[src/rtl/fault_mask_gen.sv]
module fault_mask_gen #(
  parameter int          PW         = 16,
  parameter int          DEF_PERIOD = 199,
  parameter int          W0         = 2,
  parameter int          W1         = 3,
  parameter int          W2         = 5,
  parameter int          W3         = 6,
  parameter int          REF_W      = 4,
  parameter logic [15:0] SEED       = 16'hACE1
) (
  input  logic          clk,
  input  logic          rst_n,
  input  logic          inj_en,
  input  logic          async_sel,
  input  logic [PW-1:0] period,
  output logic          fault_strobe,
  output logic [15:0]   sync_mask,
  output logic [15:0]   async_mask,
  output logic [3:0]    tgt_hit,
  output logic [REF_W-1:0] ref_mask
);
  localparam int SLOTS = 16;
  localparam int NT    = 4;
  localparam int LO [0:NT] = '{0, W0, W0 + W1, W0 + W1 + W2, SLOTS};

  logic [PW-1:0]    eff, reload, cnt;
  logic [15:0]      lfsr;
  logic             fire;
  logic [3:0]       slot;
  logic [SLOTS-1:0] mask;

  assign eff    = (period == '0) ? PW'(DEF_PERIOD) : period;
  assign reload = eff - PW'(1);

  always_ff @(posedge clk) begin
    if (!rst_n) begin
      cnt  <= reload;
      lfsr <= SEED;
    end else begin
      cnt  <= (cnt == '0) ? reload : cnt - PW'(1);
      lfsr <= {lfsr[14:0], lfsr[15] ^ lfsr[14] ^ lfsr[12] ^ lfsr[3]};
    end
  end

  assign fire         = inj_en && (cnt == '0);
  assign slot         = lfsr[3:0];
  assign mask         = fire ? (SLOTS'(1) << slot) : '0;
  assign sync_mask    = async_sel ? '0 : mask;
  assign async_mask   = async_sel ? mask : '0;
  assign fault_strobe = fire;
  assign ref_mask     = '0;

  for (genvar k = 0; k < NT; k++) begin : g_tgt
    assign tgt_hit[k] = fire && (int'(slot) >= LO[k]) && (int'(slot) < LO[k+1]);
  end

  assert_reload_R1: assert property (@(posedge clk) disable iff (!rst_n)
    (cnt == '0) |=> (cnt == $past(reload)));
  assert_lfsr_step_R3: assert property (@(posedge clk) disable iff (!rst_n)
    1'b1 |=> (lfsr[15:1] == $past(lfsr[14:0])));
  assert_lfsr_alive_R3: assert property (@(posedge clk) disable iff (!rst_n)
    lfsr != 16'h0000);
  assert_single_bit_R4: assert property (@(posedge clk) disable iff (!rst_n)
    $countones(sync_mask | async_mask) == (fault_strobe ? 1 : 0));
  assert_route_R5: assert property (@(posedge clk) disable iff (!rst_n)
    async_sel |-> (sync_mask == '0));
  assert_gate_R6: assert property (@(posedge clk) disable iff (!rst_n)
    !inj_en |-> (sync_mask == '0 && async_mask == '0 && tgt_hit == '0));
  assert_owner_R7: assert property (@(posedge clk) disable iff (!rst_n)
    $onehot0(tgt_hit) && ((tgt_hit != '0) == fault_strobe));
endmodule

[config.mk]
export PLATFORM = sky130hd
export DESIGN_NAME = fault_mask_gen
export DESIGN_NICKNAME = d
export VERILOG_FILES = /design/src/rtl/fault_mask_gen.sv
export SDC_FILE = /design/constraint.sdc
export NUM_CORES = 1
export LEC_CHECK = 0
export BUFFER_PORTS_ARGS = -buffer_cell sky130_fd_sc_hd__buf_2
export CORE_MARGIN = 10
export CORE_UTILIZATION = 51
export DETAILED_ROUTE_END_ITERATION = 10
export GPL_TIMING_DRIVEN = 0
export PLACE_DENSITY_LB_ADDON = 0.1
export SETUP_SLACK_MARGIN = 0.4
export SYNTH_ARGS = -nofsm -noshare
export SYNTH_HDL_FRONTEND = slang
export SYNTH_SLANG_ARGS = --single-unit
[constraint.sdc]
create_clock -name clk -period 3.53 [get_ports clk]
set_input_delay 0.5295 -clock clk [delete_from_list [all_inputs] [get_ports clk]]
set_output_delay 0.5295 -clock clk [all_outputs]
set_load 0.1 [all_outputs]
## Word level (Yosys, flattened, before mapping)

Index checks and enable logic that the tools add are counted.

- Register bits after elaboration: 32
- Bits of input ports: 20
- Output and inout port bits: 41
- Word-level logic and storage cells: 29

- Add/subtract/negate cells: 2
- Magnitude comparators: 6
- Shifts and indexed selects: 1
- Multiplexer cells: 6
- Bitwise logic cells: 3
- Reduce and logical (&&, ||, !) cells: 9

Operators with widths:

| cell | count |
|---|---|
| $mux W16 | 6 |
| $logic_not A16 Y1 | 2 |
| $sub A16 B1 Y16 const B | 2 |
| $shl A1 B4 Y16 const A | 1 |
| $logic_and A1 B1 Y1 | 7 |
| $ge A4 B2 Y1 const B | 1 |
| $ge A4 B3 Y1 const B | 1 |
| $ge A4 B4 Y1 const B | 1 |
| $lt A4 B2 Y1 const B | 1 |
| $lt A4 B3 Y1 const B | 1 |
| $lt A4 B4 Y1 const B | 1 |
| $xor A1 B1 Y1 | 3 |

## Logic depth before layout (Yosys ltp)

Gate-level depths: netlist (run 1).

- Word-level depth: 5
- Mapped depth: 12

## Least setup slack after synthesis (run 1)

Ideal clock, no wire load.

- Kind: register to output
- Start point: reg cnt[0]
- End point: out sync_mask[1]
- Arrival time: 5544 ps
- Data required time: 3000 ps
- Setup slack: -2543 ps
- Stages on the path, launching flop included: 8
- Path through: dfxtp_1 inv_1 ha_1 nor4b_1 nand3_1 nor2_1 nand2_1 nor4_1

- Word-level cells in the longest chain between the ends: 4

RTL lines:

| item | RTL line | text |
|---|---|---|
| from (decl) | 26 | `logic [PW-1:0] eff, reload, cnt;` |
| from (signal assigned) | 37 | `cnt <= reload;` |
| from (signal assigned) | 40 | `cnt <= (cnt == '0) ? reload : cnt - PW'(1);` |
| $logic_not A16 Y1 | 45 | `assign fire = inj_en && (cnt == '0);` |
| $logic_and A1 B1 Y1 | 45 |  |
| net fault_strobe | 16 | `output logic fault_strobe,` |
| $mux W16 | 47 | `assign mask = fire ? (SLOTS'(1) << slot) : '0;` |
| $mux W16 | 48 | `assign sync_mask = async_sel ? '0 : mask;` |
| to (decl) | 17 | `output logic [15:0] sync_mask,` |

The timed path passes the listed nets, and every way through them passes these cells.

## Worst setup path after layout (run 1)

- Start point: reg cnt[0]
- End point: out sync_mask[12]

- Word-level cells in the longest chain between the ends: 4

RTL lines:

| item | RTL line |
|---|---|
| $logic_not A16 Y1 | 45 |
| $logic_and A1 B1 Y1 | 45 |
| $mux W16 | 47 |
| $mux W16 | 48 |

Every way passes these cells.

==> impl_metrics.csv, run 1 <==
group,metric,value,unit
critical_path,max_stage_delay,0.70,ns
floorplan,chipWidth,82.1,um
global_routing,grt_use_met1,17.5,%
placed_design,hpwl,3880,um
finish,final_util,74.0,%
critical_path,path_max_fanout,7,
logic_synthesis,synth-async-reset-ratio,0,%
timing,maxSlewViolCount,0,
critical_path,path_buf_inv,2,
finish,final_cell_mix,"buf_2 (43), nor2_1 (30), dfxtp_1 (30)",
clock_network,post_cts_buffers,0,
global_routing,grt_max_degree,12,
placed_design,dp_slack,0.265,ns
routing,wire_per_inst,13.7,um
global_routing,grt_pass1_wl,8090,um
clock_network,cts_root_buffer,"clkbuf_8",
timing,setup_viol,0,
clock_network,cts_tree,"yes",
logic_synthesis,synth_seq_cells,32,
timing,rsz0062_at_grt,"true",
routing,drc,0,
logic_synthesis,synth.avg_cell_area,7.96,um^2
critical_path,crit_required,3.00,ns
clock_network,cts_buffers,5,
critical_path,crit_arrival,2.51,ns
floorplan,ios,61,
critical_path,worst_path_max_delay_cell,"or4_1",
timing,holdWs,0.410,ns
critical_path,end_kind,"output pin",
clock_network,htreeDepth,2,
pwr,p_leak,1.13,nW
routing,route.vias.total,1908,
run,drv_cap,0,
global_routing,grtUsageMet3,5.08,%
placed_design,gp_congestion,0.806,
floorplan,start_util,53.3,%
outcome,outcome,"completed",
floorplan,core,0.00369,mm^2
finish,area_growth_syn_to_layout,38.8,%
logic_synthesis,ys.warnings.count,0,
clock_network,cts.clk_slew.worst_paths,0.07,ns
timing,slew_headroom,48.7,%
critical_path,critPathKind,"reg2out",
global_routing,grt_overflow,0,
pwr,irDropWorstVdd,186,uV
timing,worstMarginPinSlew,0.769,ns
logic_synthesis,synth_cells,247,
timing,fmax,0.329,GHz
placed_design,io_buffers,55,
floorplan,die_area,0.00674,mm^2
finish,drive_gt1_share,37.1,%
logic_synthesis,yosysSeqAreaShare,32.6,%
timing,setup_ws,0.494,ns
timing,fin_skew,0.00351,ns
clock_network,cts.sinks,32,
finish,fin_nets,335,
logic_synthesis,synth_cell_type_count,41,
timing,hold_viol_final,0,
routing,dr.pass1.iters,4,
global_routing,use_met2,24.9,%
pwr,power_density,333,mW/mm^2
logic_synthesis,ys.flop_type,"dfxtp_1",
critical_path,cp-start-kind,"flip-flop",
clock_network,clock_path_buffers,2,
finish,n_antenna_cell,0,
floorplan,die_height,82.1,um
critical_path,crit_chain,"inv_1, ha_1, nor4b_4, nand3_2, or4_1, nor3_2, buf_4",
clock_network,ctsHoldBuffers,0,
floorplan,row_count,22,
global_routing,grt_usage,14.9,%
routing,dr.first_iter.drc_count,84,
global_routing,grt_antenna_before_repair,0,
global_routing,grt_pass1_vias,1794,
timing,period_minus_slack,3.04,ns
routing,ant_nets,0,
logic_synthesis,synth_area,0.00197,mm^2
routing,drt_wl_total,4960,um
timing,fin_crit_sh,86.0,%
routing,via_per_inst,5.29,
logic_synthesis,synth_edf_count,0,
global_routing,top_usage_layer,"met2",
finish,num-fill-cells,306,
critical_path,crit_family,"simple AND/OR/NAND/NOR gates",
timing,fin_setup_tns,0,ns
finish,layout_commonest_cell,"buf_2",
clock_network,clock_latency,0.28,ns
min_path,hp-class,"reg2reg",
==> cell families after synthesis <==
group | Yosys count | share of synthesized area (%)
and+or+nand+nor | 134 | 36.6
DFF | 32 | 32.6
AOI/OAI and AO/OA | 29 | 10.3
buffers and inverters | 21 | 5.66
xor gates and xnor gates | 20 | 8.91
muxes | 7 | 3.82
adders and majority gates | 3 | 1.91
other | 1 | 0.191
==> state kept, by name (all words and copies together), names as in the netlist <==
name  count
cnt      16
lfsr     16
==> layer usage <==
| layer | vias to the layer above | wire, um |
|---|---|---|
| met5 | - | 0 |
| met4 | 0 | 66 |
| met3 | 7 | 467 |
| met2 | 61 | 2250 |
| met1 | 851 | 2170 |
| li1 | 989 | - |
==> cell usage after synthesis, drive strengths merged, types with 2 or more instances <==
master	number	area (um^2)
a211oi	2	15.0
a21oi	12	60.1
and2	9	58.8
buf	10	70.1
clkbuf	7	26.3
dfxtp	32	641
ha	3	37.5
inv	4	15.0
mux2i	6	60.1
nand2	13	48.8
nand2b	12	75.1
nand3	5	25.0
nor2	40	150
nor3	27	135
nor3b	2	15.0
nor4	12	105
o21a	2	15.0
o21ai	5	28.8
o41ai	2	17.5
or3	5	31.3
or4	6	52.6
xnor2	11	96.3
xor2	9	78.8
==> worst paths after layout <==
check,startpoint,end,slack (ns),cells past startpoint
hold reg to reg,lfsr[5],lfsr[6],0.41,1
hold / removal,lfsr[5],lfsr[6],0.41,1
setup reg to reg,cnt[0],cnt[13],1.32,8
setup / recovery,cnt[0],sync_mask[12],0.49,7
==> layout make-up <==
| type | count | area [um^2] | share of cell area (%) |
|---|---|---|---|
| Buffer | 17 | 118 | 4.31 |
| Clock buffer | 5 | 68.8 | 2.52 |
| Clock inverter | 3 | 18.8 | 0.687 |
| Inverter | 4 | 15.0 | 0.550 |
| Multi-Input combinational cell | 197 | 1490 | 54.5 |
| Sequential cell | 32 | 643 | 23.6 |
| Tap cell | 48 | 60.1 | 2.20 |
| Timing Repair Buffer | 55 | 318 | 11.6 |
==> per-stage QoR <==
| stage | power (W) | cell area [um^2] | instances |
|---|---|---|---|
| 6_report | 0.000910 | 2730 | 361 |
| 5_1_grt | 0.000958 | 2730 | 361 |
| 4_1_cts | 0.000916 | 2700 | 361 |
| 3_5_place_dp | 0.000643 | 2600 | 353 |
| 3_3_place_gp | 0.000639 | 2600 | 353 |
| 2_1_floorplan | 0.000595 | 2260 | 250 |
==> worst register-to-register path, stage by stage (launching register included) <==
cell     delay [ns]
dfxtp_1        0.34
inv_1          0.11
ha_1           0.17
nor4b_4        0.21
nand3_2        0.23
o21ai_2        0.53
buf_2          0.32
o21ai_0        0.14
o21ai_0        0.09
==> timing repair <==
item                       CTS  global route
pin swaps                    0             0
setup endpoints to repair    5            14
resized for setup            5            13
==> power breakdown <==
group          total [W]  switching (W)  internal, W
clock           0.000273       0.000136     0.000137
sequential      0.000435      0.0000364     0.000398
combinational   0.000203       0.000130    0.0000721
Note: power is estimated with default switching activity, not from simulation.
==> inputs of run 2 (changes only) <==
--- a/config.mk
+++ b/config.mk
@@ -6,8 +6,9 @@
 export NUM_CORES = 1
 export LEC_CHECK = 0
 export BUFFER_PORTS_ARGS = -buffer_cell sky130_fd_sc_hd__buf_2
+export CAP_MARGIN = 40
 export CORE_MARGIN = 10
-export CORE_UTILIZATION = 51
+export CORE_UTILIZATION = 55
 export DETAILED_ROUTE_END_ITERATION = 10
 export GPL_TIMING_DRIVEN = 0
 export PLACE_DENSITY_LB_ADDON = 0.1
==> constraint.sdc (replaced) <==
create_clock -name clk -period 3.5 [get_ports clk]
set_input_delay 0.525 -clock clk [delete_from_list [all_inputs] [get_ports clk]]
set_output_delay 0.525 -clock clk [all_outputs]
set_load 0.1 [all_outputs]
==> run 2 against run 1 <==
- clock skew grew 0.0077 ns
- clock power shrank 25%
- first-iteration DRC count grew 24%
- non-clock buffer count grew 2
- largest cell class unchanged
==> impl_metrics.csv, run 2 (synthesis results as in run 1) <==
group,metric,value,unit
timing,fmax,0.332,GHz
timing,period_minus_slack,3.01,ns
timing,slew_headroom,48.0,%
global_routing,grt_max_degree,12,
outcome,outcome,"completed",
global_routing,grt_pass1_wl,8860,um
clock_network,clock_latency,0.34,ns
clock_network,cts_buffers,5,
run,drv_cap,0,
critical_path,path_max_fanout,6,
placed_design,post_dp_cell_area,0.00261,mm^2
pwr,clock_power_share,23.9,%
finish,multi_input_area,0.00152,mm^2
critical_path,crit_arrival,2.49,ns
min_path,hold_path_end,"lfsr[11]",
clock_network,htreeDepth,2,
pwr,power_frac_seq,51.4,%
floorplan,chipWidth,79.8,um
floorplan,die_height,79.8,um
global_routing,top_usage_layer,"met2",
clock_network,ctsHoldBuffers,0,
pwr,p_sw_share,35.4,%
finish,final-seq-area,643,um^2
pwr,combinationalPowerShare,24.7,%
finish,reg.largest.list,"cnt: 16 flops, lfsr: 16 flops",
critical_path,end_kind,"output pin",
floorplan,core,0.00339,mm^2
floorplan,ios,61,
critical_path,rr_endpoint,"cnt[13]",
pwr,p_leak,1.14,nW
finish,area_growth_syn_to_layout,42.6,%
pwr,irDropWorstVdd,212,uV
clock_network,cts.clk_slew.worst_paths,0.10,ns
finish,final_cell_area,0.00281,mm^2
timing,maxSlewViolCount,0,
finish,instances_no_fill,361,
global_routing,grt_usage,16.8,%
min_path,hold_path_depth,1,
routing,dr.first_iter.drc_count,104,
routing,drt_wl_total,5530,um
timing,fin_skew,0.0112,ns
timing,hold_viol_final,0,
timing,rsz0062_at_grt,"true",
pwr,power_density,305,mW/mm^2
finish,fin_nets,337,
critical_path,r2r_setup_slack,1.36,ns
floorplan,start_util,58.0,%
critical_path,critPathKind,"reg2out",
routing,drc,0,
routing,wire_per_inst,15.3,um
floorplan,row_count,21,
placed_design,dp.cells,351,
clock_network,clock_path_buffers,2,
placed_design,gp_congestion,0.820,
finish,num-fill-cells,233,
critical_path,crit_required,2.97,ns
routing,via_per_inst,5.47,
global_routing,use_met2,28.6,%
finish,drive_gt1_share,39.4,%
finish,layout_commonest_cell,"buf_2",
routing,dr.pass1.iters,4,
pwr,internal_power,0.000552,W
global_routing,grtUsageMet3,6.31,%
global_routing,grt_pass1_vias,1876,
finish,final_util,82.8,%
clock_network,cts.sinks,32,
timing,setup_viol,0,
min_path,hold_path_startpoint,"lfsr[10]",
critical_path,rr_worst_depth,8,
finish,final_cell_mix,"buf_2 (31), dfxtp_1 (30), nor2_1 (26)",
routing,ant_nets,0,
clock_network,cts_root_buffer,"clkbuf_4",
routing,route.vias.total,1975,
global_routing,grt_antenna_before_repair,0,
min_path,hp-class,"reg2reg",
floorplan,die_area,0.00637,mm^2
global_routing,grt_use_met1,18.9,%
timing,worstMarginPinSlew,0.778,ns
placed_design,io_buffers,55,
global_routing,grt_overflow,0,
clock_network,cts_tree,"yes",
placed_design,hpwl,4100,um
pwr,switching_power,0.000303,W
timing,fin_crit_sh,86.0,%
critical_path,rr_startpoint,"cnt[0]",
critical_path,cp-start-kind,"flip-flop",
finish,n_antenna_cell,0,
-- run 2: cell count changes in the layout (fill, tap and decap cells not counted), sizes merged --
cell | before | now
clkbuf | 19 | 20
buf | 58 | 59
-- run 2: critical path, cell delays in order, from the launching register on --
cell,delay (ns)
dfxtp_1,0.36
nor4_2,0.43
nand2_1,0.28
nor2_4,0.21
nand3_1,0.23
nor2_2,0.18
buf_2,0.46
-- run 2: area by class of cell --
cell class / count / share of cell area (%)
tap: 46 / 2.05
multi-input combinational: 197 / 54.1
inverter: 4 / 0.535
timing repair buffer: 57 / 14.1
clock buffer: 5 / 1.34
buffer: 17 / 4.19
sequential: 32 / 22.9
clock inverter: 3 / 0.669
-- run 2: metrics by stage --
step / power (W) / TNS (ns) / hold slack (ns) / setup WS, ns
6_report: 0.000855 / 0 / 0.421 / 0.489
5_1_grt: 0.000902 / 0 / 0.440 / 0.373
4_1_cts: 0.000853 / 0 / 0.426 / 0.357
3_5_place_dp: 0.000652 / 0 / 0.394 / 0.207
3_3_place_gp: 0.000646 / 0 / 0.389 / 0.290
2_1_floorplan: 0.000602 / -0.290 / 0.386 / -0.0765
-- run 2: routing by layer --
layer,wire length (um),part of all wire (%)
met4,56,1.0
met5,0,0
met3,462,8.4
met2,2720,49
met1,2300,42
-- run 2: repair_timing --
action                     4_1_cts  5_1_grt
setup buffers                    0        2
gates resized for setup         11       36
hold endpoints to repair         0        0
cloned                           0        0
setup endpoints to repair       11       32
pin swaps                        0        2
-- run 2: power groups by stage --
stage               Clock, W  Sequential (W)  Combinational (W)
floorplan                  0        0.000439           0.000163
global placement           0        0.000444           0.000202
detailed placement         0        0.000447           0.000206
CTS                 0.000206        0.000439           0.000208
global route        0.000224        0.000444           0.000234
finish              0.000204        0.000440           0.000211
-- run 2: how the worst max path moves through the flow --
stage | from | endpoint | cells after the start
global placement | period[7] | cnt[10] | 12
global route | cnt[0] | async_mask[13] | 8
floorplan | async_sel | async_mask[10] | 4
finish | cnt[10] | async_mask[4] | 6
CTS | cnt[0] | sync_mask[12] | 7
detailed placement | period[7] | cnt[14] | 12
==> inputs of run 3 (changes only) <==
--- a/config.mk
+++ b/config.mk
@@ -6,12 +6,12 @@
 export NUM_CORES = 1
 export LEC_CHECK = 0
 export BUFFER_PORTS_ARGS = -buffer_cell sky130_fd_sc_hd__buf_2
-export CAP_MARGIN = 40
 export CORE_MARGIN = 10
 export CORE_UTILIZATION = 55
 export DETAILED_ROUTE_END_ITERATION = 10
 export GPL_TIMING_DRIVEN = 0
 export PLACE_DENSITY_LB_ADDON = 0.1
+export RECOVER_POWER = 50
 export SETUP_SLACK_MARGIN = 0.4
 export SYNTH_ARGS = -nofsm -noshare
 export SYNTH_HDL_FRONTEND = slang
==> run 3 against run 2 <==
- the flow now finishes with violations (capacitance limit, slew limit)
- clock skew fell by 0.00056 ns
- sequential power about the same
- die area unchanged
==> impl_metrics.csv, run 3 (synthesis results as in run 1) <==
group,metric,value,unit
critical_path,crit_arrival,2.59,ns
min_path,hp-class,"reg2reg",
placed_design,dp_slack,0.207,ns
timing,worstMarginPinSlew,1.50,ns
global_routing,grt_pass1_wl,8860,um
floorplan,chipWidth,79.8,um
run,drv_cap,1,
finish,reg.largest.list,"cnt: 16 flops, lfsr: 16 flops",
timing,hold_viol_final,0,
floorplan,die_area,0.00637,mm^2
timing,slew_headroom,-1.07,%
global_routing,grt_max_degree,12,
critical_path,crit_required,2.97,ns
floorplan,row_count,21,
timing,period_minus_slack,3.11,ns
timing,fin_crit_sh,88.9,%
timing,maxSlewViolCount,11,
routing,drt_wl_total,5520,um
global_routing,grt_antenna_before_repair,0,
global_routing,grt_overflow,0,
routing,drc,0,
global_routing,grt_usage,16.8,%
routing,via_per_inst,5.47,
min_path,hold_path_startpoint,"lfsr[10]",
clock_network,cts.clk_slew.worst_paths,0.10,ns
placed_design,gp_congestion,0.820,
floorplan,ios,61,
critical_path,end_kind,"output pin",
global_routing,grt_pass1_vias,1876,
finish,n_antenna_cell,0,
finish,final_util,82.5,%
finish,final_cell_mix,"dfxtp_1 (30), nor2_1 (26), buf_2 (24)",
clock_network,htreeDepth,2,
timing,setup_viol,0,
finish,fin_nets,337,
placed_design,hpwl,4100,um
pwr,p_leak,1.11,nW
critical_path,cp-startpoint,"cnt[10]",
floorplan,die_height,79.8,um
clock_network,cts_tree,"yes",
finish,final-seq-area,643,um^2
timing,fmax,0.321,GHz
clock_network,clock_latency,0.33,ns
critical_path,rr_startpoint,"cnt[0]",
outcome,outcome,"finished with violations",
finish,layout_commonest_cell,"dfxtp_1",
routing,dr.pass1.iters,4,
finish,num-fill-cells,234,
finish,drive_gt1_share,37.5,%
finish,multi_input_area,0.00152,mm^2
finish,area_growth_syn_to_layout,42.1,%
clock_network,cts_root_buffer,"clkbuf_4",
clock_network,cts.sinks,32,
critical_path,cp-start-kind,"flip-flop",
pwr,irDropWorstVdd,210,uV
critical_path,path_max_fanout,6,
critical_path,critPathKind,"reg2out",
timing,rsz0062_at_grt,"true",
pwr,power_density,305,mW/mm^2
clock_network,clock_path_buffers,2,
routing,ant_nets,0,
routing,wire_per_inst,15.3,um
floorplan,core,0.00339,mm^2
placed_design,io_buffers,55,
floorplan,start_util,58.0,%
clock_network,cts_buffers,5,
outcome,violations,"capacitance limit, slew limit",
timing,fin_skew,0.0106,ns
routing,route.vias.total,1975,
timing,setup_ws,0.389,ns
routing,dr.first_iter.drc_count,108,
run 3: cell types whose count changed in the layout (fill, tap and decap cells not counted):
cell and change:
and2_0 +4, and2_1 -4, buf_2 -7, clkbuf_1 +5, clkbuf_2 +2, o21ai_0 +1, o21ai_2 -1
run 3: where the power goes:
group	internal (W)	switching (W)	total, W
combinational	0.0000736	0.000137	0.000211
clock	0.0000769	0.000126	0.000203
sequential	0.000401	0.0000384	0.000440
run 3: timing repair:
item                                    4_1_cts  5_1_grt
resized for setup                            11       36
pin swaps                                     0        2
endpoints found under the setup margin       11       32
hold buffers                                  0        0
gates cloned                                  0        0
buffers inserted                              0        2
run 3: worst paths after layout:
kind                endpoint  slack (ns)  cells after the start
setup reg to reg      cnt[6]        0.51                      7
hold reg to reg     lfsr[11]        0.42                      1
hold / removal      lfsr[11]        0.42                      1
setup / recovery  tgt_hit[3]        0.39                      4
run 3: critical path, stage by stage, from the launching register on:
cell and delay (ns):
dfxtp_1 0.36, nor4_2 0.42, nand2_1 0.29, nor4_2 0.26, clkbuf_1 0.92
run 3: area by class of cell:
class	instances	share of cell area (%)
Buffer	17	4.12
Clock buffer	5	1.34
Clock inverter	3	0.671
Inverter	4	0.537
Multi-Input combinational cell	197	54.2
Sequential cell	32	23.0
Tap cell	46	2.06
Timing Repair Buffer	57	14.1
run 3: per-stage QoR:
step                      power [W]  hold WS [ns]  std cells  area (um^2)  setup TNS [ns]
after global placement     0.000646         0.389        351         2610               0
after CTS                  0.000853         0.426        359         2700               0
after global routing       0.000901         0.440        361         2800               0
after detailed placement   0.000652         0.394        351         2610               0
final                      0.000854         0.421        361         2800               0
after floorplan            0.000602         0.386        250         2280          -0.290
run 3: layer usage:
metal  global-route usage (%)  wire [um]
met1                     18.9       2300
met2                     28.6       2710
met3                     6.31        447
met4                     5.11         53
met5                        0          0
